--- src/rtl/andcmp_pkg.sv ---
package andcmp_pkg;

  typedef enum logic [1:0] {
    WID_8  = 2'd0,
    WID_16 = 2'd1,
    WID_32 = 2'd2,
    WID_64 = 2'd3
  } width_e;

  typedef struct packed {
    logic   claim;
    logic   use_imm;
    width_e width;
  } dec_s;

  // Opcodes with the low bit cleared; the low bit selects byte (0) or wider (1)
  localparam logic [6:0] FAM_REGREG = 7'h42;
  localparam logic [6:0] FAM_GROUP  = 7'h7B;
  localparam logic [6:0] FAM_ACCUM  = 7'h54;

endpackage

--- src/rtl/andcmp_decode.sv ---
module andcmp_decode
  import andcmp_pkg::*;
(
  input  logic [7:0] opcode,
  input  logic [2:0] modrm_reg,
  input  logic       pfx_w,
  input  logic       pfx_opsz,
  input  logic       mode64,
  output dec_s       dec
);

  logic is_regreg, is_group, is_accum, is_byte;

  always_comb begin
    is_regreg = (opcode[7:1] == FAM_REGREG);
    is_group  = (opcode[7:1] == FAM_GROUP) && (modrm_reg == 3'd0);
    is_accum  = (opcode[7:1] == FAM_ACCUM);
    is_byte   = !opcode[0];

    dec.claim   = is_regreg || is_group || is_accum;
    dec.use_imm = is_group || is_accum;

    if (is_byte)             dec.width = WID_8;
    else if (mode64 && pfx_w) dec.width = WID_64;
    else if (pfx_opsz)       dec.width = WID_16;
    else                     dec.width = WID_32;
  end

endmodule

--- src/rtl/andcmp_imm.sv ---
module andcmp_imm
  import andcmp_pkg::*;
#(
  parameter int DW = 64,
  parameter int IW = 32
) (
  input  width_e          width,
  input  logic [IW-1:0]   imm,
  output logic [DW-1:0]   imm_ext
);

  localparam int EXTW = DW - IW;

  always_comb begin
    unique case (width)
      WID_8:   imm_ext = DW'(imm[7:0]);
      WID_16:  imm_ext = DW'(imm[15:0]);
      WID_32:  imm_ext = DW'(imm);
      default: imm_ext = {{EXTW{imm[IW-1]}}, imm};
    endcase
  end

endmodule

--- src/rtl/andcmp_flags.sv ---
module andcmp_flags
  import andcmp_pkg::*;
#(
  parameter int DW = 64
) (
  input  logic [DW-1:0] src_a,
  input  logic [DW-1:0] src_b,
  input  width_e        width,
  output logic          sf,
  output logic          zf,
  output logic          pf
);

  localparam int NLANE = $clog2(DW / 8) + 1;

  logic [DW-1:0]    conj;
  logic [NLANE-1:0] lane_msb;
  logic [NLANE-1:0] lane_zero;

  assign conj = src_a & src_b;

  for (genvar g = 0; g < NLANE; g++) begin : g_lane
    localparam int LW = 8 << g;
    assign lane_msb[g]  = conj[LW-1];
    assign lane_zero[g] = ~|conj[LW-1:0];
  end

  assign sf = lane_msb[width];
  assign zf = lane_zero[width];
  assign pf = ~^conj[7:0];

endmodule

--- src/rtl/andcmp_unit.sv ---
module andcmp_unit
  import andcmp_pkg::*;
#(
  parameter int DW = 64,
  parameter int IW = 32
) (
  input  logic          clk,
  input  logic          rst_n,
  input  logic          in_valid,
  output logic          in_ready,
  input  logic [7:0]    opcode,
  input  logic [2:0]    modrm_reg,
  input  logic          pfx_w,
  input  logic          pfx_opsz,
  input  logic          pfx_lock,
  input  logic          mode64,
  input  logic [IW-1:0] imm,
  input  logic [DW-1:0] op_rm,
  input  logic [DW-1:0] op_reg,
  output logic          out_valid,
  input  logic          out_ready,
  output logic          fault_ud,
  output logic          not_ours,
  output logic          flag_sf,
  output logic          flag_zf,
  output logic          flag_pf,
  output logic          flag_cf,
  output logic          flag_of,
  output logic          flag_af
);

  dec_s          dec;
  logic [DW-1:0] imm_ext;
  logic [DW-1:0] src_b;
  logic          nxt_sf, nxt_zf, nxt_pf;
  logic          accept;
  logic          do_update;

  andcmp_decode u_decode (
    .opcode    (opcode),
    .modrm_reg (modrm_reg),
    .pfx_w     (pfx_w),
    .pfx_opsz  (pfx_opsz),
    .mode64    (mode64),
    .dec       (dec)
  );

  andcmp_imm #(.DW(DW), .IW(IW)) u_imm (
    .width   (dec.width),
    .imm     (imm),
    .imm_ext (imm_ext)
  );

  assign src_b = dec.use_imm ? imm_ext : op_reg;

  andcmp_flags #(.DW(DW)) u_flags (
    .src_a (op_rm),
    .src_b (src_b),
    .width (dec.width),
    .sf    (nxt_sf),
    .zf    (nxt_zf),
    .pf    (nxt_pf)
  );

  assign in_ready  = !out_valid || out_ready;
  assign accept    = in_valid && in_ready;
  assign do_update = accept && dec.claim && !pfx_lock;

  always_ff @(posedge clk or negedge rst_n) begin
    if (!rst_n) begin
      out_valid <= 1'b0;
      fault_ud  <= 1'b0;
      not_ours  <= 1'b0;
    end else if (accept) begin
      out_valid <= 1'b1;
      fault_ud  <= dec.claim && pfx_lock;
      not_ours  <= !dec.claim;
    end else if (out_ready) begin
      out_valid <= 1'b0;
    end
  end

  always_ff @(posedge clk or negedge rst_n) begin
    if (!rst_n) begin
      flag_sf <= 1'b0;
      flag_zf <= 1'b0;
      flag_pf <= 1'b0;
      flag_cf <= 1'b0;
      flag_of <= 1'b0;
      flag_af <= 1'b0;
    end else if (do_update) begin
      flag_sf <= nxt_sf;
      flag_zf <= nxt_zf;
      flag_pf <= nxt_pf;
      flag_cf <= 1'b0;
      flag_of <= 1'b0;
      flag_af <= 1'b0;
    end
  end

endmodule

--- config.mk ---
export PLATFORM = sky130hd
export DESIGN_NAME = andcmp_unit
export DESIGN_NICKNAME = d
export VERILOG_FILES = /design/src/rtl/andcmp_pkg.sv /design/src/rtl/andcmp_decode.sv /design/src/rtl/andcmp_imm.sv /design/src/rtl/andcmp_flags.sv /design/src/rtl/andcmp_unit.sv
export SDC_FILE = /design/constraint.sdc
export NUM_CORES = 1
export LEC_CHECK = 0
export BUFFER_PORTS_ARGS = -buffer_cell sky130_fd_sc_hd__buf_4
export CORE_MARGIN = 5
export CORE_UTILIZATION = 31
export CTS_CLUSTER_DIAMETER = 30
export DETAILED_ROUTE_END_ITERATION = 7
export GPL_TIMING_DRIVEN = 1
export PLACE_DENSITY = 0.89
export SLEW_MARGIN = 5
export SYNTH_ARGS = -nofsm -noshare
export SYNTH_HDL_FRONTEND = slang
export SYNTH_SLANG_ARGS = --single-unit
--- constraint.sdc ---
create_clock -name clk -period 1.5 [get_ports clk]
set_input_delay 0.225 -clock clk [delete_from_list [all_inputs] [get_ports clk]]
set_output_delay 0.225 -clock clk [all_outputs]
set_load 0.01 [all_outputs]
Word level (Yosys, flattened, before mapping)
Index checks and enable logic that the tools add are counted.
- register bits after elaboration: 6
- bits of input ports: 179
- output and inout port bits: 10
- order comparisons: 1
- equal/unequal tests: 5
- mux-type cells: 11
- bitwise logic cells: 1
- reduce and logical (&&, ||, !) cells: 25
- operators by type and width (operator ; count):
    $pmux 64 s3 ; 1
    $and 64x64->64 ; 1
    $mux 64 ; 1
    $reduce_or 64->1 ; 1
    $reduce_or 32->1 ; 1
    $eq 7x7->1 const B ; 3
    $reduce_or 16->1 ; 1
    $reduce_or 8->1 ; 1
    $reduce_xnor 8->1 ; 1
    $logic_not 1->1 ; 7
    $logic_and 1x1->1 ; 6
    $mux 2 ; 3
    $bmux 1 s2 ; 2
    $logic_or 1x1->1 ; 4
    $mux 1 ; 4
    $logic_not 3->1 ; 1
    $lt 2x3->1 const B ; 1
    $eq 2x1->1 const B ; 1
    $eq 2x2->1 const B ; 1
    $logic_not 2->1 ; 1
    $reduce_bool 2->1 ; 1

Longest topological paths before layout
Gate-level depths: netlist of run 1.
- depth after elaboration: 11
- mapped depth: 13
- gate-level depth less buffers: 11

Modules after synthesis
A second synthesis of run 1 with hierarchy kept.
- cell total of the unflattened synthesis: 235
- area total of the unflattened synthesis: 2456.1 um^2
- modules (own cells, without submodules) (module ; instances ; cells an instance ; area each (um^2)):
    andcmp_unit ; 1 ; 92 ; 1377.6
    andcmp_imm ; 1 ; 67 ; 491.7
    andcmp_flags ; 1 ; 63 ; 489.2
    andcmp_decode ; 1 ; 13 ; 97.6

Least setup slack after synthesis of run 1
Ideal clock, no wire load.
- kind: in2reg
- from: input modrm_reg[1]
- to: register flag_pf
- arrival time: 2.544 ns
- setup slack: -1.172 ns
- stages on the path: 12
- path buffers: 2
- cell sequence: or4b_4 > or3_1 > buf_2 > nand2_1 > buf_2 > nand2_1 > nand2_1 > nand2_1 > ha_1 > xnor2_1 > xnor2_1 > mux2_1
- longest elaborated chain between the ends: 6
- RTL lines (item ; RTL line ; text):
    from (decl) ; andcmp_unit.sv:12 ; input logic [2:0] modrm_reg,
    $logic_not 3->1 (*) ; andcmp_decode.sv:16 ; is_group = (opcode[7:1] == FAM_GROUP) && (modrm_reg == 3'd0);
    $logic_and 1x1->1 (*) ; andcmp_decode.sv:16 ;
    $logic_or 1x1->1 (on tied branches) ; andcmp_decode.sv:21, andcmp_decode.sv:20 ;
    $mux 64 or $logic_or 1x1->1 (tied branches) ; andcmp_unit.sv:54, andcmp_decode.sv:20 ;
    $and 64x64->64 or $logic_and 1x1->1 (tied branches) ; andcmp_flags.sv:20, andcmp_unit.sv:67 ;
    $reduce_xnor 8->1 or $logic_and 1x1->1 (tied branches) ; andcmp_flags.sv:30, andcmp_unit.sv:67 ;
    to (signal assigned) ; andcmp_unit.sv:94 ; flag_pf <= nxt_pf;
    to (decl) ; andcmp_unit.sv:26 ; output logic flag_pf,
Every way passes the cells marked *; elsewhere a longest branch is shown, timed or not.
A chain may end at the register's enable or synchronous reset.

Final worst setup path of run 1
Same ends and word-level chain as after synthesis.

==> results.py, run 1 <==
metrics = {
    "synth": {
        "yosysTopAreaCell": "o31ai_1",
        "synth_edf_count": 0,
        "synth-main-ff-cell": "dfrtp_1",
        "yosysWarnings": 0,
        "synth_cell_types": 52,
        "syn_area_per_cell_sq_um": 6.97,
        "async_reset_ff_share_pct": 100,
        "ys_seq_area_share_pct": 10.9,
        "netlist_area_sq_um": 1370,
        "synth-seq-cells": 6,
        "synth_area_leaders": "o31ai_1 15%, nand2_1 12%, dfrtp_1 11%",
        "synth.most_common_cell": "nand2_1",
        "synthCells": 197,
        "ys_top_cells_by_count": "43 x nand2_1, 28 x o31ai_1, 16 x a22oi_1, 12 x nand4_1, 8 x nand3_1",
        "synth.top_cell.area_share_pct": 15.3,
    },
    "route": {
        "wirelength_mm": 7.98,
        "avgViaCountPerCell": 5.38,
        "wl_per_cell_um": 17.5,
        "dr.pass1.iters": 4,
        "vias": 2457,
        "postRouteAntennaNets": 0,
        "drc": 0,
        "initialDrtViolationCount": 97,
    },
    "timing": {
        "period_share_pct": 153,
        "setup_tns_ps": -2700,
        "finClkSkew_ps": 0.280,
        "fin_ws_ps": -796,
        "maxSlewViolCount": 0,
        "final.min_clock_period_ps": 2300,
        "finalHoldViolations": 0,
        "grt_setup_unrepaired": "yes",
        "setup_viol": 5,
        "whs_ps": 229,
        "max_clock_freq_ghz": 0.436,
    },
    "finish": {
        "n_antenna_cell": 0,
        "fillers": 319,
        "syn_to_final_growth_pct": 144,
        "drive_gt1_share_pct": 64.0,
        "fin_nets": 590,
        "multi_input_area_sq_um": 1370,
        "fin_area_sq_um": 3350,
        "regArea_sq_um": 150,
    },
    "power_and_ir_drop": {
        "clockPowerShare_pct": 21.2,
        "p_leak_nw": 1.71,
        "pwr-share-comb_pct": 64.0,
        "power.switching_w": 0.000342,
        "internal-power_w": 0.000849,
        "ir_drop_uv": 250,
        "swShare_pct": 28.7,
        "power_frac_seq_pct": 14.7,
        "pwr_density_cell_nw_per_um2": 355,
    },
    "hold_path": {
        "hold_depth": 2,
        "worstHoldStart": "in_valid",
        "hold_class": "primary input to register",
        "min_to": "out_valid",
    },
    "clock_network": {
        "cts_num_sinks": 6,
        "cts_tree": "done",
        "htreeDepth": 1,
        "cts_buffer_depth": 2,
        "cts_buffers": 3,
        "cts_root_buf": "clkbuf_8",
        "clk_latency_ps": 230,
        "clkSlewWorstSetupHoldPaths_ps": 40,
    },
    "global_routing": {
        "grt_pass1_wl_mm": 12.2,
        "antenna_found_initial": 0,
        "first_global_vias": 2638,
        "grt_use_total_pct": 24.9,
        "overflow": 0,
        "grt_max_degree": 33,
    },
    "worst_setup_path": {
        "crit_path_start_kind": "primary input",
        "worstSetupPathType": "primary input to register",
        "reg2reg_slack_ps": -50,
        "critPathMaxFanout": 8,
        "cp.arrival_ps": 2410,
        "worstSetupEndpointType": "register",
        "reg2reg_from": "out_valid",
        "worstReg2RegEnd": "flag_zf",
        "required_ps": 1610,
        "ff2ff_path_depth": 7,
    },
    "die": {
        "ios": 189,
        "fp.dieArea_sq_um": 5860,
        "die_width_um": 76.6,
        "core-area_sq_um": 4320,
        "dieHeight_um": 76.6,
        "core.rowCount": 24,
        "initial_core_util_pct": 31.8,
    },
    "placed_design": {
        "post_dp_cell_area_sq_um": 2980,
        "dp_hpwl_mm": 6.32,
        "pre_cts_slack_ps": -1130,
        "routabilityCongestion": 0.888,
        "numPortBuffers": 185,
    },
    "outcome": {
        "violations": "negative setup slack",
        "status": "complete, but fails checks",
    },
    "job": {
        "cap_viol_max_count": 0,
    },
}
## flip-flops by register name, indices dropped and copies added, names as in the netlist
register and count:
out_valid 1, fault_ud 1, flag_pf 1, flag_sf 1, flag_zf 1, not_ours 1
## logic make-up after synthesis
kind of cell	synth area share, %
simple gates	34.6
compound gates	39.2
buf+inv	5.28
flops	10.9
mux	4.19
fa+ha+maj	3.64
xor+xnor	1.91
other cells	0.273
## layer usage
| layer | GRT usage, % | routed length, um |
|---|---|---|
| met5 | 0 | 0 |
| met4 | 5.24 | 102 |
| met3 | 5.67 | 574 |
| met2 | 48.8 | 4420 |
| met1 | 26.6 | 2880 |
## power by group through the flow
stage	Clock (W)	Combinational [W]	Sequential, W
2_1_floorplan	0	0.000194	0.000181
3_3_place_gp	0	0.000635	0.000177
3_5_place_dp	0	0.000652	0.000178
4_1_cts	0.000256	0.000700	0.000176
5_1_grt	0.000276	0.000824	0.000176
6_report	0.000253	0.000763	0.000175
## layout make-up
cell class,count,share of cell area (%)
timing repair buffer,217,51.3
multi-input combinational,178,40.9
sequential,6,4.48
tap,52,1.94
clock buffer,3,1.23
inverter,1,0.112
## metrics by stage
stage	utilization, %	power, W	cells
2_1_floorplan	-	0.000375	199
3_3_place_gp	68.9	0.000812	444
3_5_place_dp	68.9	0.000829	444
4_1_cts	75.4	0.00113	455
5_1_grt	77.5	0.00128	457
6_report	77.5	0.00119	457
## repair_timing
action,CTS,global route
setup buffers,7,2
hold buffers,1,0
setup endpoints to repair,5,5
resized for setup,29,19
endpoints found under the hold margin,6,0
cloned,1,0
pin swaps,14,21
## layout by cell type (no fill, tap or decap), types with 3 or more instances in the layout
cell and count:
ha_4 4, nand3_1 8, conb_1 3, nand2_1 26, mux2_4 3, a21oi_1 3
clkbuf_8 3, buf_4 203, o31ai_1 28, nand4_1 12, buf_6 10, o21ai_0 6
dfrtp_1 6, nand2_2 15, a22oi_1 16, o21ai_1 3
## worst max-delay path by stage
stage                  from  cells past startpoint  slack [ps]  endpoint
2_1_floorplan  modrm_reg[1]                     12       -1020   flag_pf
3_3_place_gp   modrm_reg[1]                     11       -1030   flag_pf
3_5_place_dp   modrm_reg[1]                     11       -1130   flag_pf
4_1_cts        modrm_reg[2]                     11        -780   flag_pf
5_1_grt        modrm_reg[1]                     14        -870   flag_zf
6_report       modrm_reg[1]                     11        -800   flag_pf
## worst max-delay path, cell delays in order
cell     delay [ps]
buf_6            90
or4b_4          550
or3_4           390
nand2_8         120
nand2_1          50
nand2_1          80
nand2_2          90
ha_4            270
xnor2_4         130
xnor2_2         150
mux2_4          260
(Power assumes the default switching activity.)
==> inputs of run 2 (changes only) <==
- TNS_END_PERCENT: default -> 5
==> results.py, run 2 (synthesized netlist as in run 1, its figures left out) <==
metrics = {
    "die": {
        "ios": 189,
        "die_width_um": 76.6,
        "fp.dieArea_sq_um": 5860,
        "core-area_sq_um": 4320,
        "core.rowCount": 24,
        "initial_core_util_pct": 31.8,
        "dieHeight_um": 76.6,
    },
    "timing": {
        "whs_ps": 221,
        "max_clock_freq_ghz": 0.433,
        "setup_viol": 5,
        "grt_setup_unrepaired": "yes",
        "slew_headroom_pct": 65.0,
        "fin_ws_ps": -808,
        "maxSlewViolCount": 0,
        "finClkSkew_ps": 0.416,
        "period_share_pct": 154,
        "finalHoldViolations": 0,
        "setup_tns_ps": -2380,
        "worst_pin_slew_ps": 523,
        "final.min_clock_period_ps": 2310,
    },
    "clock_network": {
        "cts_num_sinks": 6,
        "clk_latency_ps": 220,
        "cts_buffer_depth": 2,
        "cts_buffers": 3,
        "cts_tree": "done",
        "clkSlewWorstSetupHoldPaths_ps": 40,
        "cts_root_buf": "clkbuf_8",
        "htreeDepth": 1,
    },
    "route": {
        "dr.pass1.iters": 4,
        "avgViaCountPerCell": 5.41,
        "postRouteAntennaNets": 0,
        "wl_per_cell_um": 16.7,
        "vias": 2436,
        "initialDrtViolationCount": 64,
        "drc": 0,
        "wirelength_mm": 7.53,
    },
    "worst_setup_path": {
        "ff2ff_path_depth": 7,
        "worstSetupEndpointType": "register",
        "crit_start": "modrm_reg[1]",
        "critical-path-slowest-cell": "or4b_4",
        "required_ps": 1600,
        "path_cells": "buf_6 -> or4b_4 -> buf_6 -> nor3_4 -> nor2_4 -> mux2_4 -> nand2_4 -> ha_4 -> xnor2_2 -> xnor2_1 -> mux2_4",
        "worstSetupPathType": "primary input to register",
        "critPathBufInv": 2,
        "worstReg2RegEnd": "flag_zf",
        "critPathTopFamily": "simple AND/OR/NAND/NOR gates",
        "cp.arrival_ps": 2410,
        "crit_path_start_kind": "primary input",
        "worstSetupPathDepth": 11,
        "endpoint": "flag_pf",
        "reg2reg_from": "out_valid",
        "reg2reg_slack_ps": -60,
        "critPathMaxFanout": 4,
        "critPathMaxStageDelay_ps": 540,
    },
    "global_routing": {
        "grt_pass1_wl_mm": 11.9,
        "grt_max_degree": 33,
        "grt_use_total_pct": 24.2,
        "antenna_found_initial": 0,
        "first_global_vias": 2614,
        "overflow": 0,
    },
    "finish": {
        "drive_gt1_share_pct": 60.3,
        "n_antenna_cell": 0,
        "fin_nets": 583,
        "final_common_cell": "buf_4",
        "final_cell_mix": "201 x buf_4, 36 x nand2_1, 28 x o31ai_1",
        "syn_to_final_growth_pct": 132,
        "fin_area_sq_um": 3180,
    },
    "placed_design": {
        "post_dp_cell_area_sq_um": 2950,
        "dp_hpwl_mm": 6.44,
        "routabilityCongestion": 0.846,
        "numPortBuffers": 185,
    },
    "power_and_ir_drop": {
        "p_total_w": 0.00112,
        "p_leak_nw": 1.64,
        "ir_drop_uv": 169,
        "pwr_density_cell_nw_per_um2": 352,
    },
    "outcome": {
        "violations": "negative setup slack",
        "status": "complete, but fails checks",
    },
    "hold_path": {
        "hold_class": "primary input to register",
    },
    "job": {
        "cap_viol_max_count": 0,
    },
}
run 2: how the worst min path moves through the flow:
stage,start,to,slack [ps],cells after the start
finish,in_valid,out_valid,220,2
global route,in_valid,out_valid,240,2
CTS,in_valid,out_valid,220,2
detailed placement,rst_n,out_valid,30,1
global placement,rst_n,flag_pf,30,1
floorplan,rst_n,fault_ud,-70,0
run 2: stage by stage:
step | std cells | setup WS (ps) | utilization, %
floorplan | 199 | -1040 | -
global placement | 445 | -1040 | 68.2
detailed placement | 445 | -1140 | 68.2
CTS | 449 | -817 | 71.4
global route | 450 | -877 | 73.6
finish | 450 | -808 | 73.6
run 2: final cells by class:
| type | instances | area, sq um |
|---|---|---|
| sequential | 6 | 150 |
| inverter | 1 | 3.75 |
| clock buffer | 3 | 41.3 |
| timing repair buffer | 210 | 1620 |
| fill | 353 | 1140 |
| multi-input combinational | 178 | 1310 |
| tap | 52 | 65.1 |
run 2: metal layers:
metal	up-vias	share of wire (%)	track usage, %
met5	-	0	0
met1	1114	36	24.5
li1	1184	-	-
met4	0	1.8	6.64
met3	15	8.0	6.03
met2	123	54	48.0
run 2: power by group:
part / switching, W / internal (W) / leakage [nW]
logic: 0.000235 / 0.000466 / 1.55
registers: 0.00000534 / 0.000171 / 0.0750
clock network: 0.0000707 / 0.000172 / 0.0216
run 2: repair_timing:
action | 4_1_cts | 5_1_grt
hold buffers | 1 | 0
endpoints found under the setup margin | 5 | 5
setup buffers | 0 | 1
hold endpoints to repair | 6 | 0
gates resized for setup | 16 | 16
pin swaps | 12 | 8
==> inputs of run 3 (changes only) <==
- CORE_UTILIZATION: 31 -> 41
- PLACE_DENSITY: 0.89 -> 0.9
- SYNTH_HIERARCHICAL: default -> 1
==> results.py, run 3 <==
metrics = {
    "worst_setup_path": {
        "worstSetupPathDepth": 12,
        "path_cells": "buf_4 -> or4b_4 -> o31ai_4 -> buf_6 -> buf_12 -> mux2_4 -> a22oi_1 -> nand4_1 -> nor4_2 -> a21oi_1 -> a221oi_2 -> mux2_4",
        "required_ps": 1660,
        "reg2reg_from": "out_valid",
        "crit_start": "opcode[1]",
        "ff2ff_path_depth": 3,
        "critical-path-slowest-cell": "or4b_4",
        "critPathMaxFanout": 15,
        "reg2reg_slack_ps": 380,
        "crit_top_cell": "mux2_4",
        "critPathBufInv": 3,
        "worstSetupPathType": "primary input to register",
        "worstSetupEndpointType": "register",
        "critPathTopFamily": "simple AND/OR/NAND/NOR gates",
        "endpoint": "flag_zf",
        "cp.arrival_ps": 3080,
        "critPathMaxStageDelay_ps": 550,
        "crit_path_start_kind": "primary input",
        "worstReg2RegEnd": "flag_sf",
    },
    "synth": {
        "synth.most_common_cell": "mux2_4",
        "synth.top_cell.area_share_pct": 38.5,
        "synthCells": 235,
        "syn_area_per_cell_sq_um": 10.5,
        "netlist_area_sq_um": 2460,
        "yosysTopAreaCell": "mux2_4",
        "yosysWarnings": 6,
        "synth_cell_types": 44,
        "synth_edf_count": 0,
        "ys_top_cells_by_count": "63 x mux2_4, 42 x buf_4, 15 x nand2_1, 14 x a22oi_1, 13 x and2_1",
        "ys_seq_area_share_pct": 6.11,
        "synth-main-ff-cell": "dfrtp_1",
        "synth_area_leaders": "mux2_4 39%, buf_4 13%, dfrtp_1 6.1%",
        "async_reset_ff_share_pct": 100,
        "synth-seq-cells": 6,
    },
    "global_routing": {
        "first_global_vias": 2647,
        "grt_pass1_wl_mm": 11.9,
        "grt_use_met2_pct": 37.0,
        "grt_max_degree": 31,
        "top_usage_layer": "met2",
        "overflow": 0,
        "antenna_found_initial": 0,
        "met3_usage_pct": 5.11,
        "grt_use_total_pct": 19.5,
        "use_met1_pct": 21.4,
    },
    "die": {
        "dieHeight_um": 87.4,
        "core-area_sq_um": 5890,
        "initial_core_util_pct": 41.7,
        "fp.dieArea_sq_um": 7640,
        "core.rowCount": 28,
        "ios": 189,
        "die_width_um": 87.4,
    },
    "clock_network": {
        "cts_tree": "done",
        "clkSlewWorstSetupHoldPaths_ps": 40,
        "htreeDepth": 1,
        "cts_buffers": 3,
        "clk_latency_ps": 220,
        "cts_buffer_depth": 2,
        "cts_num_sinks": 6,
        "cts_root_buf": "clkbuf_8",
    },
    "timing": {
        "fin_ws_ps": -1420,
        "finalHoldViolations": 0,
        "grt_setup_unrepaired": "yes",
        "setup_viol": 3,
        "period_share_pct": 195,
        "maxSlewViolCount": 0,
        "finClkSkew_ps": 2.58,
        "whs_ps": 247,
        "final.min_clock_period_ps": 2920,
        "max_clock_freq_ghz": 0.342,
        "setup_tns_ps": -3480,
    },
    "route": {
        "vias": 2386,
        "postRouteAntennaNets": 0,
        "dr.pass1.iters": 4,
        "wl_per_cell_um": 16.8,
        "drc": 0,
        "initialDrtViolationCount": 73,
        "avgViaCountPerCell": 5.02,
        "wirelength_mm": 7.96,
    },
    "job": {
        "cap_viol_max_count": 0,
    },
    "finish": {
        "final_common_cell": "buf_4",
        "final_cell_mix": "204 x buf_4, 63 x mux2_4, 14 x nand2_1",
        "fin_nets": 585,
        "fillers": 478,
        "utilization_pct": 65.6,
        "syn_to_final_growth_pct": 57.2,
        "drive_gt1_share_pct": 76.0,
        "fin_cells": 475,
        "n_antenna_cell": 0,
    },
    "placed_design": {
        "dp_hpwl_mm": 6.86,
        "dp_cells": 468,
        "routabilityCongestion": 0.807,
        "numPortBuffers": 185,
    },
    "power_and_ir_drop": {
        "p_leak_nw": 1.95,
        "pwr_density_cell_nw_per_um2": 323,
        "p_total_w": 0.00125,
        "ir_drop_uv": 478,
    },
    "outcome": {
        "violations": "negative setup slack",
        "status": "complete, but fails checks",
    },
    "hold_path": {
        "hold_class": "primary input to register",
    },
}
run 3: worst min-delay path by stage:
| stage | from | endpoint | slack, ps | depth (start not counted) |
|---|---|---|---|---|
| 3_5_place_dp | rst_n | fault_ud | 40 | 1 |
| 5_1_grt | in_valid | out_valid | 270 | 2 |
| 3_3_place_gp | rst_n | fault_ud | 40 | 1 |
| 6_report | in_valid | out_valid | 250 | 2 |
| 4_1_cts | in_valid | out_valid | 240 | 2 |
| 2_1_floorplan | rst_n | fault_ud | -70 | 0 |
run 3: through the flow:
stage	cell area, sq um	setup slack, ps
floorplan	2470	-1360
global placement	3690	-1600
detailed placement	3690	-1710
CTS	3850	-1370
global route	3860	-1600
finish	3860	-1420
run 3: per-layer routing:
layer	vias to the layer above	part of all wire (%)
met1	1088	36
li1	1168	-
met2	116	54
met4	0	1.6
met3	14	8.0
met5	-	0
run 3: where the power goes:
part | total (W) | switching (W) | leakage, nW | internal [W]
logic | 0.000825 | 0.000257 | 1.86 | 0.000568
clock network | 0.000244 | 0.0000711 | 0.0216 | 0.000173
registers | 0.000176 | 0.00000603 | 0.0750 | 0.000170
run 3: logic make-up after synthesis:
kind of cell | synth area share, %
adder cells (fa/ha/maj) | 2.04
AND/OR/NAND/NOR | 14.4
multiplexers | 40.8
buffers and inverters | 19.5
other | 0.153
flip-flops | 6.11
AO/OA/AOI/OAI | 16.0
XOR/XNOR | 1.07
run 3: timing repair:
item | in CTS | in global routing
hold buffers | 1 | 0
setup buffers | 2 | 0
endpoints found under the hold margin | 6 | 0
pin swaps | 3 | 0
gates resized for setup | 12 | 1
setup endpoints to repair | 3 | 4
gates cloned | 1 | 0
run 3: worst register-to-register path: cells and delay by family (launching register included):
family	cells	cell delay, ps
flip-flops	1	400
multiplexers	1	330
AND/OR/NAND/NOR	2	280
run 3: layout make-up:
cell class | count | area [sq um] | share of cell area [%]
Tap cell | 75 | 93.8 | 2.43
Sequential cell | 6 | 150 | 3.89
Clock buffer | 3 | 41.3 | 1.07
Inverter | 1 | 3.75 | 0.0972
Timing Repair Buffer | 212 | 1680 | 43.5
Multi-Input combinational cell | 178 | 1890 | 49.0
